File: src/rtl/pwr_seq_pkg.sv
package pwr_seq_pkg;
  typedef enum logic [1:0] {
    PS_RUN   = 2'd0,
    PS_SLEEP = 2'd1,
    PS_DEEP  = 2'd2,
    PS_OSCW  = 2'd3
  } pwr_state_e;
endpackage

File: src/rtl/pwr_wake_detect.sv
module pwr_wake_detect #(
  parameter int N_IRQ = 4,
  parameter int N_EVT = 4
) (
  input  logic             sev_pend_i,
  input  logic [N_IRQ-1:0] irq_pend_i,
  input  logic [N_IRQ-1:0] irq_en_i,
  input  logic [N_EVT-1:0] evt_line_i,
  input  logic [N_EVT-1:0] evt_mode_i,
  output logic             irq_src_o,
  output logic             evt_src_o
);
  logic [N_IRQ-1:0] taken_vec;
  logic [N_IRQ-1:0] quiet_vec;
  logic [N_EVT-1:0] line_vec;

  for (genvar i = 0; i < N_IRQ; i++) begin : g_irq
    assign taken_vec[i] = irq_pend_i[i] & irq_en_i[i];
    assign quiet_vec[i] = irq_pend_i[i] & ~irq_en_i[i];
  end
  for (genvar j = 0; j < N_EVT; j++) begin : g_evt
    assign line_vec[j] = evt_line_i[j] & evt_mode_i[j];
  end

  assign irq_src_o = |taken_vec;
  assign evt_src_o = (sev_pend_i & (|quiet_vec)) | (|line_vec);
endmodule

File: src/rtl/pwr_event_latch.sv
module pwr_event_latch (
  input  logic clk,
  input  logic rst_n,
  input  logic in_run_i,
  input  logic evt_src_i,
  input  logic consume_i,
  output logic latched_o
);
  always_ff @(posedge clk or negedge rst_n) begin
    if (!rst_n)                      latched_o <= 1'b0;
    else if (consume_i)              latched_o <= 1'b0;
    else if (in_run_i && evt_src_i)  latched_o <= 1'b1;
  end

  a_r11_latch_set: assert property (@(posedge clk) disable iff (!rst_n)
    (in_run_i && evt_src_i && !consume_i) |=> latched_o);
  a_r11_latch_clear: assert property (@(posedge clk) disable iff (!rst_n)
    consume_i |=> !latched_o);
endmodule

File: src/rtl/pwr_fsm.sv
module pwr_fsm
  import pwr_seq_pkg::*;
(
  input  logic       clk,
  input  logic       rst_n,
  input  logic       cfg_deep_i,
  input  logic       cfg_on_exit_i,
  input  logic       cfg_lp_sel_i,
  input  logic       cfg_reg_lp_i,
  input  logic       wfi_i,
  input  logic       wfe_i,
  input  logic       handler_exit_i,
  input  logic       irq_src_i,
  input  logic       evt_src_i,
  input  logic       latched_i,
  input  logic       osc_ready_i,
  output pwr_state_e state_o,
  output logic       reg_lp_q_o,
  output logic       consume_o,
  output logic       wake_fast_o,
  output logic       wake_irq_o
);
  pwr_state_e st_q, st_d;
  logic kind_evt_q, kind_evt_d;
  logic reg_lp_d;
  logic fast_d, irq_d;
  logic strobe, evt_kind_req, evt_ready, wake_now;

  assign strobe       = wfi_i | wfe_i;
  assign evt_kind_req = wfe_i & ~wfi_i;
  assign evt_ready    = latched_i | evt_src_i;
  assign wake_now     = kind_evt_q ? evt_src_i : irq_src_i;

  always_comb begin
    st_d       = st_q;
    kind_evt_d = kind_evt_q;
    reg_lp_d   = reg_lp_q_o;
    fast_d     = 1'b0;
    irq_d      = 1'b0;
    consume_o  = 1'b0;
    unique case (st_q)
      PS_RUN: begin
        if (cfg_deep_i) begin
          if (strobe && !cfg_lp_sel_i) begin
            if (evt_kind_req && evt_ready) begin
              consume_o = 1'b1;
              fast_d    = 1'b1;
            end else begin
              st_d       = PS_DEEP;
              kind_evt_d = evt_kind_req;
              reg_lp_d   = cfg_reg_lp_i;
            end
          end
        end else if (!cfg_on_exit_i) begin
          if (strobe) begin
            if (evt_kind_req && evt_ready) begin
              consume_o = 1'b1;
              fast_d    = 1'b1;
            end else begin
              st_d       = PS_SLEEP;
              kind_evt_d = evt_kind_req;
            end
          end
        end else if (handler_exit_i) begin
          st_d       = PS_SLEEP;
          kind_evt_d = 1'b0;
        end
      end
      PS_SLEEP: begin
        if (wake_now) begin
          st_d   = PS_RUN;
          fast_d = kind_evt_q;
          irq_d  = ~kind_evt_q;
        end
      end
      PS_DEEP: begin
        if (wake_now) begin
          st_d     = PS_OSCW;
          reg_lp_d = 1'b0;
        end
      end
      PS_OSCW: begin
        if (osc_ready_i) begin
          st_d   = PS_RUN;
          fast_d = kind_evt_q;
          irq_d  = ~kind_evt_q;
        end
      end
      default: st_d = PS_RUN;
    endcase
  end

  always_ff @(posedge clk or negedge rst_n) begin
    if (!rst_n) begin
      st_q        <= PS_RUN;
      kind_evt_q  <= 1'b0;
      reg_lp_q_o  <= 1'b0;
      wake_fast_o <= 1'b0;
      wake_irq_o  <= 1'b0;
    end else begin
      st_q        <= st_d;
      kind_evt_q  <= kind_evt_d;
      reg_lp_q_o  <= reg_lp_d;
      wake_fast_o <= fast_d;
      wake_irq_o  <= irq_d;
    end
  end

  assign state_o = st_q;

  a_r5_irq_wake: assert property (@(posedge clk) disable iff (!rst_n)
    (st_q == PS_SLEEP && !kind_evt_q && irq_src_i) |=> (st_q == PS_RUN && wake_irq_o));
  a_r6_evt_wake: assert property (@(posedge clk) disable iff (!rst_n)
    (st_q == PS_SLEEP && kind_evt_q && evt_src_i) |=> (st_q == PS_RUN && wake_fast_o && !wake_irq_o));
  a_r9_hold_oscw: assert property (@(posedge clk) disable iff (!rst_n)
    (st_q == PS_OSCW && !osc_ready_i) |=> st_q == PS_OSCW);
  a_r8_reg_stable: assert property (@(posedge clk) disable iff (!rst_n)
    (st_q == PS_DEEP && !wake_now) |=> $stable(reg_lp_q_o));
  a_r10_sleep_hold: assert property (@(posedge clk) disable iff (!rst_n)
    (st_q == PS_SLEEP && !wake_now) |=> st_q == PS_SLEEP);
  a_r11_pulse_excl: assert property (@(posedge clk) disable iff (!rst_n)
    !(wake_fast_o && wake_irq_o));
endmodule

File: src/rtl/pwr_clk_ctrl.sv
module pwr_clk_ctrl
  import pwr_seq_pkg::*;
(
  input  logic       clk,
  input  logic       rst_n,
  input  pwr_state_e state_i,
  input  logic       reg_lp_q_i,
  output logic       cpu_clk_en_o,
  output logic       core_clk_en_o,
  output logic       osc_int_en_o,
  output logic       osc_ext_en_o,
  output logic       reg_lowpwr_o
);
  always_comb begin
    cpu_clk_en_o  = 1'b0;
    core_clk_en_o = 1'b0;
    osc_int_en_o  = 1'b1;
    osc_ext_en_o  = 1'b1;
    reg_lowpwr_o  = 1'b0;
    unique case (state_i)
      PS_RUN: begin
        cpu_clk_en_o  = 1'b1;
        core_clk_en_o = 1'b1;
      end
      PS_SLEEP: core_clk_en_o = 1'b1;
      PS_DEEP: begin
        osc_int_en_o = 1'b0;
        osc_ext_en_o = 1'b0;
        reg_lowpwr_o = reg_lp_q_i;
      end
      PS_OSCW: ;
      default: ;
    endcase
  end

  a_r4_sleep_gates: assert property (@(posedge clk) disable iff (!rst_n)
    (state_i == PS_SLEEP) |-> (!cpu_clk_en_o && core_clk_en_o && osc_int_en_o && osc_ext_en_o && !reg_lowpwr_o));
  a_r8_deep_gates: assert property (@(posedge clk) disable iff (!rst_n)
    (state_i == PS_DEEP) |-> (!core_clk_en_o && !cpu_clk_en_o && !osc_int_en_o && !osc_ext_en_o));
  a_r9_oscw_gates: assert property (@(posedge clk) disable iff (!rst_n)
    (state_i == PS_OSCW) |-> (osc_int_en_o && osc_ext_en_o && !core_clk_en_o && !reg_lowpwr_o));
endmodule

File: src/rtl/pwr_mode_seq.sv
module pwr_mode_seq
  import pwr_seq_pkg::*;
#(
  parameter int N_IRQ = 4,
  parameter int N_EVT = 4
) (
  input  logic             clk,
  input  logic             rst_n,
  input  logic             cfg_deep_i,
  input  logic             cfg_on_exit_i,
  input  logic             cfg_lp_sel_i,
  input  logic             cfg_reg_lp_i,
  input  logic             cfg_sev_pend_i,
  input  logic [N_EVT-1:0] cfg_evt_mode_i,
  input  logic             wfi_i,
  input  logic             wfe_i,
  input  logic             handler_exit_i,
  input  logic [N_IRQ-1:0] irq_pend_i,
  input  logic [N_IRQ-1:0] irq_en_i,
  input  logic [N_EVT-1:0] evt_line_i,
  input  logic             osc_ready_i,
  output logic [1:0]       lp_state_o,
  output logic             cpu_clk_en_o,
  output logic             core_clk_en_o,
  output logic             osc_int_en_o,
  output logic             osc_ext_en_o,
  output logic             reg_lowpwr_o,
  output logic             wake_fast_o,
  output logic             wake_irq_o
);
  pwr_state_e state;
  logic irq_src, evt_src, latched, consume, reg_lp_q;

  pwr_wake_detect #(.N_IRQ(N_IRQ), .N_EVT(N_EVT)) u_wake (
    .sev_pend_i (cfg_sev_pend_i),
    .irq_pend_i (irq_pend_i),
    .irq_en_i   (irq_en_i),
    .evt_line_i (evt_line_i),
    .evt_mode_i (cfg_evt_mode_i),
    .irq_src_o  (irq_src),
    .evt_src_o  (evt_src)
  );

  pwr_event_latch u_latch (
    .clk       (clk),
    .rst_n     (rst_n),
    .in_run_i  (state == PS_RUN),
    .evt_src_i (evt_src),
    .consume_i (consume),
    .latched_o (latched)
  );

  pwr_fsm u_fsm (
    .clk            (clk),
    .rst_n          (rst_n),
    .cfg_deep_i     (cfg_deep_i),
    .cfg_on_exit_i  (cfg_on_exit_i),
    .cfg_lp_sel_i   (cfg_lp_sel_i),
    .cfg_reg_lp_i   (cfg_reg_lp_i),
    .wfi_i          (wfi_i),
    .wfe_i          (wfe_i),
    .handler_exit_i (handler_exit_i),
    .irq_src_i      (irq_src),
    .evt_src_i      (evt_src),
    .latched_i      (latched),
    .osc_ready_i    (osc_ready_i),
    .state_o        (state),
    .reg_lp_q_o     (reg_lp_q),
    .consume_o      (consume),
    .wake_fast_o    (wake_fast_o),
    .wake_irq_o     (wake_irq_o)
  );

  pwr_clk_ctrl u_clk (
    .clk           (clk),
    .rst_n         (rst_n),
    .state_i       (state),
    .reg_lp_q_i    (reg_lp_q),
    .cpu_clk_en_o  (cpu_clk_en_o),
    .core_clk_en_o (core_clk_en_o),
    .osc_int_en_o  (osc_int_en_o),
    .osc_ext_en_o  (osc_ext_en_o),
    .reg_lowpwr_o  (reg_lowpwr_o)
  );

  assign lp_state_o = state;

  a_r10_no_reentry: assert property (@(posedge clk) disable iff (!rst_n)
    (state != PS_RUN) |=> (lp_state_o != 2'd0 || wake_fast_o || wake_irq_o));
endmodule

File: config.mk
export PLATFORM = sky130hd
export DESIGN_NAME = pwr_mode_seq
export DESIGN_NICKNAME = d
export VERILOG_FILES = /design/src/rtl/pwr_seq_pkg.sv /design/src/rtl/pwr_wake_detect.sv /design/src/rtl/pwr_event_latch.sv /design/src/rtl/pwr_fsm.sv /design/src/rtl/pwr_clk_ctrl.sv /design/src/rtl/pwr_mode_seq.sv
export SDC_FILE = /design/constraint.sdc
export NUM_CORES = 1
export LEC_CHECK = 0
export ABC_AREA = 1
export BUFFER_PORTS_ARGS = -buffer_cell sky130_fd_sc_hd__buf_2
export CORE_UTILIZATION = 25
export CTS_BUF_LIST = sky130_fd_sc_hd__clkbuf_4 sky130_fd_sc_hd__clkbuf_8
export CTS_CLUSTER_DIAMETER = 150
export DETAILED_ROUTE_END_ITERATION = 8
export GPL_TIMING_DRIVEN = 0
export SYNTH_ARGS = -nofsm -noshare
export SYNTH_HDL_FRONTEND = slang
export SYNTH_HIERARCHICAL = 1
export SYNTH_SLANG_ARGS = --single-unit
File: constraint.sdc
create_clock -name clk -period 1.65 [get_ports clk]
set_input_delay 0.165 -clock clk [delete_from_list [all_inputs] [get_ports clk]]
set_output_delay 0.165 -clock clk [all_outputs]
set_load 0.005 [all_outputs]
Word level (Yosys, flattened, before mapping). Cells that the tools add are included.

Bits in registers: 7. Latch bits: 0. RAM bits: 0. Bits in read-only memories: 0. Output and inout port bits: 9. Memories kept: 0.

Add/subtract/negate cells: 0. Multipliers: 0. Div/mod/pow operators: 0. Magnitude comparators: 0. Equal/unequal tests: 16. Shift operators: 0. Muxes and demuxes: 41. Bitwise operators: 23. Reduce and logical (&&, ||, !) cells: 15.

Operators with widths (count): $mux 1 (27); $mux 2 (10); $and 1x1->1 (14); $reduce_or 4->1 (3); $ne 2x2->1 const B (5); $pmux 2 s4 (1); $reduce_and 8->1 (1); $ne 3x2->1 const B (2); $ne 3x3->1 const B (2); $not 1->1 (6); $reduce_and 5->1 (1); $eq 2x2->1 const B (2); $ne 2x1->1 const B (2); $ne 4x3->1 const B (1); $ne 4x4->1 const B (1); $pmux 1 s2 (2); $reduce_and 4->1 (1); $reduce_bool 2->1 (2); $logic_and 1x1->1 (3); $or 1x1->1 (3); $pmux 1 s3 (1); $reduce_bool 3->1 (1); $eq 2x1->1 const B (1); $logic_not 2->1 (1); other kinds (2) (2).

Logic depth before layout (Yosys ltp). Gate-level depths: netlist of the first run.

Depth after elaboration: 13. Depth in mapped cells: 13.

Cells and area by module. Netlist of the first run, hierarchy kept.

Modules (own cells, without submodules): pwr_fsm (instances 1, cells each 71, area an instance 447.9 µm², seq. area each 150.1 µm²); pwr_wake_detect (instances 1, cells each 22, area an instance 88.8 µm², seq. area each 0.0 µm²); pwr_event_latch (instances 1, cells each 4, area an instance 41.3 µm², seq. area each 25.0 µm²); pwr_clk_ctrl (instances 1, cells each 7, area an instance 35.0 µm², seq. area each 0.0 µm²); pwr_mode_seq (instances 1, cells each 1, area an instance 3.8 µm², seq. area each 0.0 µm²).

Least setup slack after synthesis of the first run. No wires, ideal clock.

Path kind: flip-flop to flip-flop. From: reg u_fsm.st_q[0] (netlist: u_fsm/state_o[0]). To: reg u_latch.latched_o. Data arrival time: 1066 ps. Required time: 1530 ps. Path slack: 464 ps. Cell stages (with the launch flop): 8. Path buffers: 1. Clock period less this slack: 1186 ps. Cells stage by stage: dfrtp_1 > buf_6 > nor2_4 > inv_1 > nor2_1 > inv_1 > nor2_1 > a21oi_2.

Cells in the longest elaborated chain, start to end: 3. Elaborated cells on any way between the ends: 5.

RTL lines: start, declared (line pwr_fsm.sv:23) `pwr_state_e st_q, st_d;`; start signal, assigned (line pwr_fsm.sv:101) `st_q <= st_d;`; $logic_not 2->1 (*) (line pwr_fsm.sv:41) `unique case (st_q)`; $mux 1 (*) (line pwr_fsm.sv:41); net consume (line pwr_mode_seq.sv:32) `logic irq_src, evt_src, latched, consume, reg_lp_q;`; $mux 1 or $reduce_bool 2->1 (tied branches); end signal, assigned (line pwr_event_latch.sv:10) `if (!rst_n) latched_o <= 1'b0;`; end signal, assigned (line pwr_event_latch.sv:11) `else if (consume_i) latched_o <= 1'b0;`; end signal, assigned (line pwr_event_latch.sv:12) `else if (in_run_i && evt_src_i) latched_o <= 1'b1;`; end, declared (line pwr_event_latch.sv:7) `output logic latched_o`.

The timed path passes the listed nets; every way through them passes the cells marked *. A chain may end at the register's enable or synchronous reset.

Final worst setup path of the first run.
From: reg u_fsm.st_q[1] (netlist: u_fsm/state_o[1]). To: reg u_fsm.st_q[1] (netlist: u_fsm/state_o[1]).

Cells in the longest elaborated chain, start to end: 3. Elaborated cells on any way between the ends: 14.

RTL lines (line): $eq 2x1->1, or another cell as far along (pwr_fsm.sv:41); $ne 2x2->1 (no source line), or another cell as far along; $reduce_and 8->1 (no source line).

Several ways; a longest one is shown, not always the timed one.

==> results of run 1 <==
==> metal layers <==
metal	vias up	GRT usage
met3	4	0.0351
met2	39	0.249
met1	344	0.140
met4	0	0.0586
met5	-	0
li1	406	-
==> stage by stage <==
stage                      util  instance area (um2)
after floorplan               -                  617
after global placement    0.363                  827
after detailed placement  0.363                  827
after CTS                 0.380                  865
after global routing      0.380                  865
final                     0.380                  865
==> cell families after synthesis <==
logic type             count (synthesis)  synth area share
buffers and inverters                 22             0.152
AO/OA/AOI/OAI                         12             0.105
flip-flops                             7             0.284
AND/OR/NAND/NOR                       64             0.458
==> area by class of cell <==
| type | instances | share of cell area |
|---|---|---|
| Tap cell | 28 | 0.0405 |
| Timing Repair Buffer | 36 | 0.214 |
| Sequential cell | 7 | 0.203 |
| Inverter | 20 | 0.0868 |
| Clock inverter | 1 | 0.00579 |
| Buffer | 2 | 0.0217 |
| Clock buffer | 3 | 0.0260 |
| Multi-Input combinational cell | 76 | 0.402 |
==> where the power goes <==
group | internal [mW] | leakage, nW | switching [mW]
Clock | 0.0890 | 0.0177 | 0.0706
Combinational | 0.256 | 0.421 | 0.309
Sequential | 0.232 | 0.0877 | 0.0686
==> what timing repair did <==
action                                  in CTS  in global routing
hold buffers                                 1                  0
hold endpoints to repair                     7                  0
setup buffers                                0                  0
endpoints found under the setup margin       0                  0
==> how the worst max path moves through the flow <==
stage                           startpoint                end
final                     u_fsm/state_o[1]   u_fsm/state_o[1]
after global routing      u_fsm/state_o[1]   u_fsm/state_o[1]
after CTS                 u_fsm/state_o[1]   u_fsm/state_o[1]
after detailed placement       irq_en_i[1]  u_latch/latched_o
after global placement    u_fsm/state_o[1]   u_fsm/state_o[1]
after floorplan           u_fsm/state_o[0]  u_latch/latched_o
==> registers in the layout (all words and copies together) (netlist names) <==
register / flops
u_fsm/state_o: 2
u_fsm/kind_evt_q: 1
u_fsm/reg_lp_q_o: 1
u_fsm/wake_fast_o: 1
u_fsm/wake_irq_o: 1
u_latch/latched_o: 1
==> worst register-to-register path, cell delays in order, from the launching register on <==
cell and delay (ps):
dfrtp_1 500, inv_1 200, nor2_1 60, nand3_1 90, nand2_1 60, nor2_1 140, nand2_1 70, nand2_1 50
nand2_1 50
==> Yosys cell counts, drive strengths merged <==
| cell | number |
|---|---|
| nand2 | 33 |
| inv | 20 |
| nor2 | 16 |
| nand3 | 9 |
| dfrtp | 7 |
| o21ai | 6 |
| a21oi | 5 |
| nand4 | 4 |
| buf | 2 |
| nor3 | 1 |
| o22ai | 1 |
| or2 | 1 |
==> impl_metrics.json, run 1 <==
{
  "power_density_nw_per_um2": 1190,
  "initial_core_util": 0.271,
  "mostFrequentLayoutCell": "buf_2",
  "drc": 0,
  "top_layer": "met4",
  "track_usage": 0.134,
  "ys_ff_latch": 7,
  "path_common_cell": "nand2_1",
  "synthesis.instances": 105,
  "synth_area_leaders": "dfrtp_1 (28%), nand2_1 (19%), inv_1 (12%)",
  "port_buffers": 35,
  "reg2reg_slack_ps": 320,
  "final_nets": 173,
  "grt_pass1_vias": 740,
  "wl_met2_um": 783,
  "root_buffer": "clkbuf_4",
  "power.total_mw": 1.03,
  "max_cap_viol_count": 0,
  "cts_tree": "built",
  "cp_slowest_cell": "dfrtp_1",
  "ctsResizeCount": 0,
  "holdPathStages": 3,
  "whs_ps": 188,
  "fin_crit_sh": 0.807,
  "seq_area_um2": 175,
  "layout.cells.non_filler": 173,
  "crit_required_ps": 1790,
  "drive_gt1_frac": 0.324,
  "final_max_slew_viol_count": 0,
  "crit_path_end_kind": "flip-flop",
  "synth_nets": 132,
  "synth.top_cell.area_share": 0.284,
  "peakVddDrop_v": 0.000487,
  "routabilityCongestion": 0.790,
  "outcome": "finished clean",
  "hold_viol_final": 0,
  "worstHoldStart": "cfg_reg_lp_i",
  "core_area_um2": 2280,
  "pre_cts_slack_ps": 306,
  "fmax_mhz": 751,
  "dr_total_vias": 793,
  "avgRoutedWirePerCell_um": 8.85,
  "die_area_um2": 2670,
  "grt_max_degree": 10,
  "skew_ps": 11.4,
  "synth_area_um2": 617,
  "die_height_um": 51.7,
  "worst_slew_pin_slew_ps": 351,
  "path_buf_inv": 1,
  "seq_area_frac_synth": 0.284,
  "setup_viol": 0,
  "grt_pass1_wl_um": 2700,
  "layout_common_cells": "buf_2 (35), nand2_1 (31), inv_1 (20)",
  "multiInputGateArea_um2": 348,
  "dr.pass1.iters": 4,
  "cp-start-kind": "flip-flop",
  "htreeDepth": 1,
  "synth_top_area_cell": "dfrtp_1",
  "crit_type": "reg2reg",
  "rsz0062_at_grt": "no",
  "worst_slack_ps": 318,
  "cp.depth": 8,
  "r2r-start": "u_fsm/state_o[1]",
  "clock-sinks": 7,
  "boundaryPins": 36,
  "dr.first_iter.drc_count": 16,
  "antenna_found_initial": 0,
  "r2r_end": "u_fsm/state_o[1]",
  "rows": 17,
  "routed_wl_um": 1530,
  "die_w_um": 51.7,
  "overflow": 0,
  "relSlewSlack": 0.766,
  "yosys.cell_types.count": 18,
  "worstSkewPairLatency_ps": 260,
  "critPathTopFamily": "simple AND/OR/NAND/NOR gates",
  "post-route-min-period_ps": 1330,
  "syn_avg_cell_area_um2": 5.87,
  "clock_path_buffers": 2,
  "cp_max_fo": 9,
  "critPathArrivalTime_ps": 1470,
  "postRouteAntennaNets": 0,
  "wl_met1_um": 607,
  "whs_endpoint": "u_fsm/reg_lp_q_o",
  "placedCellCount": 168,
  "finalSetupTns_ps": 0,
  "path_clk_slew_ps": 50,
  "worstPathCellList": "inv_1, nor2_1, nand3_1, nand2_1, nor2_1, nand2_1, nand2_1, nand2_1",
  "antenna_cells": 0,
  "rr_worst_depth": 8,
  "routed-wl-met3_um": 121,
  "crit_path_max_incr_delay_ps": 500,
  "min_path_type": "in2reg",
  "n_fill_cell": 251,
  "yosys_warnings": 6,
  "viasPerCell": 4.58,
  "p_leak_nw": 0.527,
  "numCtsBuffers": 3,
  "dp_hpwl_um": 1330,
  "area_growth_pct": 40.2
}
(Power assumes the default switching activity.)
==> run 2, diff against run 1 <==
- ABC_AREA: 1 -> 0
- clock period: 1.65 -> 1.35 ns (I/O delays scaled with it)
==> impl_metrics.json, run 2 <==
{
  "outcome": "finished clean",
  "drive_gt1_frac": 0.495,
  "synthesis.instances": 65,
  "switchingPower_mw": 0.497,
  "crit_path_max_incr_delay_ps": 350,
  "yosys.cell_types.count": 30,
  "track_usage": 0.127,
  "min_path_type": "in2reg",
  "fmax_mhz": 757,
  "port_buffers": 35,
  "fin_area_um2": 875,
  "power_density_nw_per_um2": 1510,
  "post_dp_cell_area_um2": 779,
  "critPathArrivalTime_ps": 1500,
  "synth_area_um2": 571,
  "layout_common_cells": "buf_2 (33), nor2_1 (6), buf_4 (5), inv_1 (5), dfrtp_1 (5)",
  "p_leak_nw": 0.448,
  "numCtsBuffers": 3,
  "postRouteAntennaNets": 0,
  "whs_ps": 85.8,
  "yosys-top-cells-count": "dfrtp_1 (7), nor2_1 (6), inv_1 (5)",
  "skew_ps": 5.21,
  "n_fill_cell": 210,
  "drc": 0,
  "worst_slack_ps": 28.8,
  "clock-sinks": 7,
  "crit_type": "in2reg",
  "viasPerCell": 4.71,
  "grt_pass1_vias": 584,
  "yosys_warnings": 6,
  "synth_area_leaders": "dfrtp_1 (31%), mux2i_1 (5.3%), a22oi_1 (5.3%)",
  "clockPowerShare": 0.159,
  "worstPathCellList": "buf_6, and2b_1, o41ai_2, nand3_2, nor3b_2, o211a_1, a21oi_1, a21oi_1",
  "critPathTopFamily": "compound AO/OA/AOI/OAI gates",
  "p_comb_frac": 0.541,
  "rows": 16,
  "cp_max_fo": 5,
  "core_area_um2": 2060,
  "path_common_cell": "a21oi_1",
  "synthArstFlopShare": 1.00,
  "die_w_um": 49.8,
  "antenna_found_initial": 0,
  "dr.pass1.iters": 4,
  "fin_crit_sh": 0.979,
  "switching_share": 0.376,
  "syn_avg_cell_area_um2": 8.78,
  "final_nets": 137,
  "pre_cts_slack_ps": -338,
  "clock_path_buffers": 2,
  "worst_slew_pin_slew_ps": 261,
  "path_clk_slew_ps": 50,
  "largest_reg_flops": 2,
  "synth_edf_count": 0,
  "seq_area_frac_synth": 0.307,
  "cp-start-kind": "input port",
  "crit_path_end_kind": "flip-flop",
  "overflow": 0,
  "p_int_mw": 0.824,
  "htreeDepth": 1,
  "synth_top_area_cell": "dfrtp_1",
  "dr.first_iter.drc_count": 7,
  "synth_most_common_cell": "dfrtp_1",
  "antenna_cells": 0,
  "area_growth_pct": 53.3,
  "path_buf_inv": 1,
  "boundaryPins": 36,
  "power.total_mw": 1.32,
  "root_buffer": "clkbuf_4",
  "dp_hpwl_um": 1150,
  "hold_viol_final": 0,
  "final_max_slew_viol_count": 0,
  "synth-main-ff-cell": "dfrtp_1",
  "routed_wl_um": 1450,
  "dr_total_vias": 641,
  "reg2reg_slack_ps": 50,
  "mostFrequentLayoutCell": "buf_2",
  "cts_tree": "built",
  "avgRoutedWirePerCell_um": 10.6,
  "cp_slowest_cell": "o41ai_2",
  "grt_pass1_wl_um": 2400,
  "setup_viol": 0,
  "layout.cells.non_filler": 136,
  "max_cap_viol_count": 0,
  "grt_max_degree": 12,
  "initial_core_util": 0.277,
  "ys_ff_latch": 7,
  "relSlewSlack": 0.824,
  "worstSkewPairLatency_ps": 250,
  "die_area_um2": 2480,
  "placedCellCount": 127,
  "synth.top_cell.area_share": 0.307,
  "die_height_um": 49.8,
  "post-route-min-period_ps": 1320,
  "peakVddDrop_v": 0.000863,
  "seq_power_share": 0.300,
  "routabilityCongestion": 0.773,
  "rsz0062_at_grt": "yes",
  "crit_required_ps": 1530,
  "synth_nets": 92
}
==> run 2: area by class of cell <==
| cell class | instances | area (um2) | area share |
|---|---|---|---|
| inverters | 5 | 18.8 | 0.0215 |
| well taps | 27 | 33.8 | 0.0386 |
| flip-flops and latches | 7 | 178 | 0.203 |
| clock buffers | 4 | 30.0 | 0.0343 |
| multi-input cells | 51 | 368 | 0.421 |
| plain buffers | 2 | 18.8 | 0.0215 |
| repair buffers | 40 | 228 | 0.260 |
==> run 2: power by group through the flow <==
stage          clock (mW)  combinational, mW  sequential (mW)
2_1_floorplan           0              0.400            0.404
3_3_place_gp            0              0.609            0.419
3_5_place_dp            0              0.612            0.420
4_1_cts             0.219              0.659            0.409
5_1_grt             0.230              0.791            0.412
6_report            0.210              0.714            0.397
==> run 2: worst paths after layout <==
check,from,endpoint,depth (start not counted)
hold / removal,osc_ready_i,u_fsm/state_o[1],2
hold reg to reg,u_fsm/kind_evt_q,u_fsm/wake_irq_o,1
min in group asynchronous,rst_n,u_fsm/wake_irq_o,2
setup reg to reg,u_fsm/state_o[1],u_fsm/kind_evt_q,5
max in group asynchronous,rst_n,u_fsm/state_o[0],2
setup / recovery,irq_pend_i[2],u_fsm/state_o[1],8
==> run 2: what timing repair did <==
action,CTS,global route
resized for setup,4,2
pin swaps,0,1
endpoints found under the hold margin,7,0
setup endpoints to repair,5,6
hold buffers,1,0
buffers inserted,1,3
==> run 2: cells by family (layout without fill, tap and decap cells) <==
kind of cell / after synthesis / in the layout / synth area share
AND/OR/NAND/NOR: 26 / 26 / 0.270
AO/OA/AOI/OAI: 21 / 21 / 0.285
flip-flops: 7 / 7 / 0.307
buffers and inverters: 7 / 51 / 0.0658
multiplexers: 4 / 4 / 0.0724
==> run 2: worst register-to-register path, stage by stage (launching register included) <==
cell	delay, ps
dfrtp_2	400
buf_6	140
nor2_8	130
o211ai_2	110
a211o_1	310
a21oi_2	130
==> run 2: per-stage QoR <==
step,setup TNS (ps),util
final,0,0.424
after global routing,-239,0.424
after CTS,0,0.407
after detailed placement,-1540,0.378
after global placement,-1680,0.378
after floorplan,-179,-
==> run 2: layer usage <==
metal	vias to the layer above	wire (um)	track usage
met4	0	9	0.0286
met2	19	755	0.227
met5	-	0	0
li1	326	-	-
met1	294	597	0.136
met3	2	83	0.0556
